--- src/rtl/hz_pkg.sv ---
package hz_pkg;
  typedef enum logic [1:0] {
    FWD_REG = 2'b00,
    FWD_WB  = 2'b01,
    FWD_MEM = 2'b10
  } fwd_sel_e;
endpackage

--- src/rtl/hz_fwd_sel.sv ---
module hz_fwd_sel
  import hz_pkg::*;
#(
  parameter int REG_AW = 5
) (
  input  logic [REG_AW-1:0] src_i,
  input  logic              exm_we_i,
  input  logic [REG_AW-1:0] exm_rd_i,
  input  logic              wb_we_i,
  input  logic [REG_AW-1:0] wb_rd_i,
  output fwd_sel_e          sel_o
);
  localparam logic [REG_AW-1:0] ZERO_REG = '0;

  logic exm_hit, wb_hit;

  assign exm_hit = exm_we_i && (exm_rd_i != ZERO_REG) && (exm_rd_i == src_i);
  assign wb_hit  = wb_we_i  && (wb_rd_i  != ZERO_REG) && (wb_rd_i  == src_i);

  // newest producer first
  always_comb begin
    if (exm_hit)     sel_o = FWD_MEM;
    else if (wb_hit) sel_o = FWD_WB;
    else             sel_o = FWD_REG;
  end

  always_comb begin
    AST_SEL_LEGAL: assert (sel_o != 2'b11);
    AST_NO_ZERO_FWD: assert (src_i != ZERO_REG || sel_o == FWD_REG);
    AST_MEM_NEEDS_WE: assert (sel_o != FWD_MEM || exm_we_i);
    AST_WB_NEEDS_WE: assert (sel_o != FWD_WB || wb_we_i);
    AST_MEM_PRIORITY: assert (!(exm_hit && sel_o == FWD_WB));
  end
endmodule

--- src/rtl/hz_load_use.sv ---
module hz_load_use #(
  parameter int REG_AW = 5
) (
  input  logic              load_in_ex_i,
  input  logic [REG_AW-1:0] ex_dst_i,
  input  logic [REG_AW-1:0] id_rs_i,
  input  logic [REG_AW-1:0] id_rt_i,
  output logic              stall_o
);
  assign stall_o = load_in_ex_i && ((ex_dst_i == id_rs_i) || (ex_dst_i == id_rt_i));

  always_comb begin
    AST_STALL_NEEDS_LOAD: assert (!stall_o || load_in_ex_i);
  end
endmodule

--- src/rtl/hz_unit.sv ---
module hz_unit
  import hz_pkg::*;
#(
  parameter int REG_AW = 5
) (
  input  logic [REG_AW-1:0] ifid_rs_i,
  input  logic [REG_AW-1:0] ifid_rt_i,
  input  logic [REG_AW-1:0] idex_rs_i,
  input  logic [REG_AW-1:0] idex_rt_i,
  input  logic              idex_memread_i,
  input  logic              exmem_regwrite_i,
  input  logic [REG_AW-1:0] exmem_rd_i,
  input  logic              memwb_regwrite_i,
  input  logic [REG_AW-1:0] memwb_rd_i,
  output logic [1:0]        fwd_a_o,
  output logic [1:0]        fwd_b_o,
  output logic              pc_we_o,
  output logic              ifid_we_o,
  output logic              idex_bubble_o
);
  localparam int NUM_OPS = 2;

  logic [REG_AW-1:0] op_src [NUM_OPS];
  fwd_sel_e          op_sel [NUM_OPS];
  logic              stall;

  assign op_src[0] = idex_rs_i;
  assign op_src[1] = idex_rt_i;

  for (genvar g = 0; g < NUM_OPS; g++) begin : g_op
    hz_fwd_sel #(.REG_AW(REG_AW)) u_sel (
      .src_i    (op_src[g]),
      .exm_we_i (exmem_regwrite_i),
      .exm_rd_i (exmem_rd_i),
      .wb_we_i  (memwb_regwrite_i),
      .wb_rd_i  (memwb_rd_i),
      .sel_o    (op_sel[g])
    );
  end

  hz_load_use #(.REG_AW(REG_AW)) u_lu (
    .load_in_ex_i (idex_memread_i),
    .ex_dst_i     (idex_rt_i),
    .id_rs_i      (ifid_rs_i),
    .id_rt_i      (ifid_rt_i),
    .stall_o      (stall)
  );

  assign fwd_a_o       = op_sel[0];
  assign fwd_b_o       = op_sel[1];
  assign pc_we_o       = ~stall;
  assign ifid_we_o     = ~stall;
  assign idex_bubble_o = stall;

  always_comb begin
    AST_STALL_CONSISTENT: assert (pc_we_o == ifid_we_o && pc_we_o != idex_bubble_o);
    AST_IDLE_NO_FWD: assert (exmem_regwrite_i || memwb_regwrite_i ||
                             (fwd_a_o == 2'b00 && fwd_b_o == 2'b00));
    AST_NO_LOAD_NO_STALL: assert (idex_memread_i || pc_we_o);
  end
endmodule

--- config.mk ---
export PLATFORM = sky130hd
export DESIGN_NAME = hz_unit
export DESIGN_NICKNAME = d
export VERILOG_FILES = /design/src/rtl/hz_pkg.sv /design/src/rtl/hz_fwd_sel.sv /design/src/rtl/hz_load_use.sv /design/src/rtl/hz_unit.sv
export SDC_FILE = /design/constraint.sdc
export NUM_CORES = 1
export LEC_CHECK = 0
export BUFFER_PORTS_ARGS = -buffer_cell sky130_fd_sc_hd__buf_2
export CAP_MARGIN = 20
export CORE_AREA = 3 3 40 42
export DETAILED_ROUTE_END_ITERATION = 16
export DIE_AREA = 0 0 43 45
export GPL_ROUTABILITY_DRIVEN = 0
export GPL_TIMING_DRIVEN = 0
export PLACE_DENSITY = 0.71
export SYNTH_ARGS = -nofsm -noshare
export SYNTH_HDL_FRONTEND = slang
export SYNTH_SLANG_ARGS = --single-unit
--- constraint.sdc ---
create_clock -name vclk -period 2.1
set_input_delay 0.525 -clock vclk [all_inputs]
set_output_delay 0.525 -clock vclk [all_outputs]
set_load 0.02 [all_outputs]
==> impl_metrics.yaml <==
yosys:
  synth_top_family_by_area: "XOR/XNOR gates"
  avgSynthCellArea_sq_um: 7.64
  yosysWarnings: 0
  synth-compound-area-share: 0.0357
  syn-num-nets: 88
  synth_area_sq_um: 420
  synth_cell_types: 14
  synthAdderAreaFrac: 0
  synthCells: 55
  synth-xor-area-share: 0.625
  synthSimpleGateAreaFrac: 0.259
  synth.mux.area_fraction: 0
  ys_seq_area_frac: 0
timing:
  slew_headroom: 0.778
  clock.fmax_mhz: 438
  slew_violations: 0
  hold_slack_ns: 1.33
  finalSetupViolCount: 4
  tns_ns: -0.607
  tightest_slew_ns: 0.330
  timing.final.crit_share: 1.09
  fin_crit_ns: 2.28
  finalHoldViolations: 0
  rsz0062_at_grt: "true"
  timing.final.ws_setup_ns: -0.184
final_layout:
  drive_above_1_share: 0.606
  num-clock-buffers: 0
  utilization: 0.603
  seq_cells: 0
  instances_no_fill: 109
  synthToLayoutAreaGrowth_pct: 84.2
  final-seq-area_sq_um: 0
  finalInstanceArea_sq_um: 774
  multi_input_area_sq_um: 484
  nNetsFinal: 129
  fillers: 127
  n_antenna_cell: 0
  most-common-layout-cells: "buf_2 (32), xnor2_1 (20), buf_4 (7), xor2_1 (6)"
  final_common_cell: "buf_2"
global_route:
  grtUsageMet3: 0.0120
  use_met1: 0.164
  grtUsageTotal: 0.139
  grt_pass1_vias: 521
  grt-ovfl-total: 0
  grt_max_degree: 5
  grt_pass1_wl_microns: 2180
  met2_usage: 0.287
  antenna_found_initial: 0
  busiest_layer: "met2"
worst_setup_path:
  cp_common_cell: "nor4_4"
  crit_family: "simple AND/OR/NAND/NOR gates"
  crit_slowest_cell: "or4_4"
  arrival_ns: 1.76
  crit_fanout: 3
  critPathMaxStageDelay_ns: 0.54
  end_kind: "output pin"
  crit_type: "input pin to output pin"
  path_cells: "buf_8 -> or4_4 -> o21ai_4 -> nor4_4 -> nor4_4 -> buf_4"
  cp_num_buf_inv: 2
  cp_num_cells: 6
  endpoint: "fwd_b_o[0]"
  startpoint_type: "input pin"
  crit_required_ns: 1.57
  worstSetupStartpoint: "exmem_rd_i[3]"
drt:
  num_vias: 516
  wl_microns: 1300
  drtAntennaViolNets: 0
  first_pass_iters: 4
  routed_via_density: 4.73
  wl_per_cell_microns: 11.9
  drc: 0
  first_iter_violations: 6
placed_design:
  placed_area_sq_um: 654
  post-place-ws_ns: -0.296
  dp_hpwl_microns: 1080
  port_buffers: 37
  dp.cells: 107
cts:
  hold_buffers: 0
power:
  finalPower_mw: 0.155
  power.density_nw_per_um2: 200
  ir_drop_v: 0.0000881
  leakagePower_nw: 0.323
floorplan:
  floorplan.rows: 13
  chipHeight_microns: 45
  io_pins: 40
  coreArea_sq_um: 1280
  fp.dieW_microns: 43
  start_util: 0.327
  design.die.area_sq_um: 1940
flow_run:
  max-cap-violations: 0
min_path:
  worstHoldPathType: "input pin to output pin"
status:
  status: "complete, but fails checks"
  violations: "setup timing"
-- how the worst min path moves through the flow --
stage / to / depth (start not counted) / slack, ns / start
floorplan: ifid_we_o / 1 / 1.18 / idex_memread_i
global placement: ifid_we_o / 3 / 1.33 / idex_memread_i
detailed placement: ifid_we_o / 3 / 1.34 / idex_memread_i
CTS: ifid_we_o / 3 / 1.34 / idex_memread_i
global route: ifid_we_o / 3 / 1.36 / idex_memread_i
finish: ifid_we_o / 3 / 1.33 / idex_memread_i
-- worst min-delay path, cell delays in order --
cell     delay, ns
buf_2         0.08
nand2_1       0.05
buf_2         0.15
-- report_power, final --
part / internal (mW) / leakage [nW] / total (mW) / switching (mW)
Sequential: 0 / 0 / 0 / 0
Combinational: 0.0814 / 0.323 / 0.155 / 0.0734
Clock: 0 / 0 / 0 / 0
Total: 0.0814 / 0.323 / 0.155 / 0.0734
-- logic make-up (layout without fill, tap and decap cells) --
family | after synthesis | in the layout
XOR/XNOR | 30 | 30
AND/OR/NAND/NOR | 17 | 17
AO/OA/AOI/OAI | 2 | 2
buffers and inverters | 6 | 45
-- synthesized netlist by cell type --
cell / count / area (sq um)
xnor2_1: 24 / 210
xor2_1: 6 / 52.6
nand4_1: 4 / 25.0
buf_4: 3 / 22.5
clkbuf_1: 3 / 11.3
nand2_1: 3 / 11.3
nand3_1: 2 / 10.0
nor4_1: 2 / 12.5
nor4_2: 2 / 25.0
or4_1: 2 / 15.0
and2_1: 1 / 6.26
nor2_1: 1 / 3.75
o21ai_2: 1 / 8.76
o22ai_1: 1 / 6.26
-- cell type report --
cell class	count	area share
multi-input cells	49	0.625
repair buffers	39	0.302
plain buffers	6	0.0485
well taps	15	0.0242
-- per-layer routing --
| metal | vias to the layer above | routed length (microns) |
|---|---|---|
| li1 | 263 | - |
| met1 | 226 | 493 |
| met3 | 0 | 154 |
| met4 | 0 | 0 |
| met2 | 27 | 652 |
| met5 | - | 0 |
-- repair_timing --
action                                  in CTS  in global routing
setup buffers                                2                  0
pin swaps                                    6                  2
gates resized for setup                     19                  6
endpoints found under the setup margin       4                  5
No activity file was read; power rests on OpenSTA's default activity.
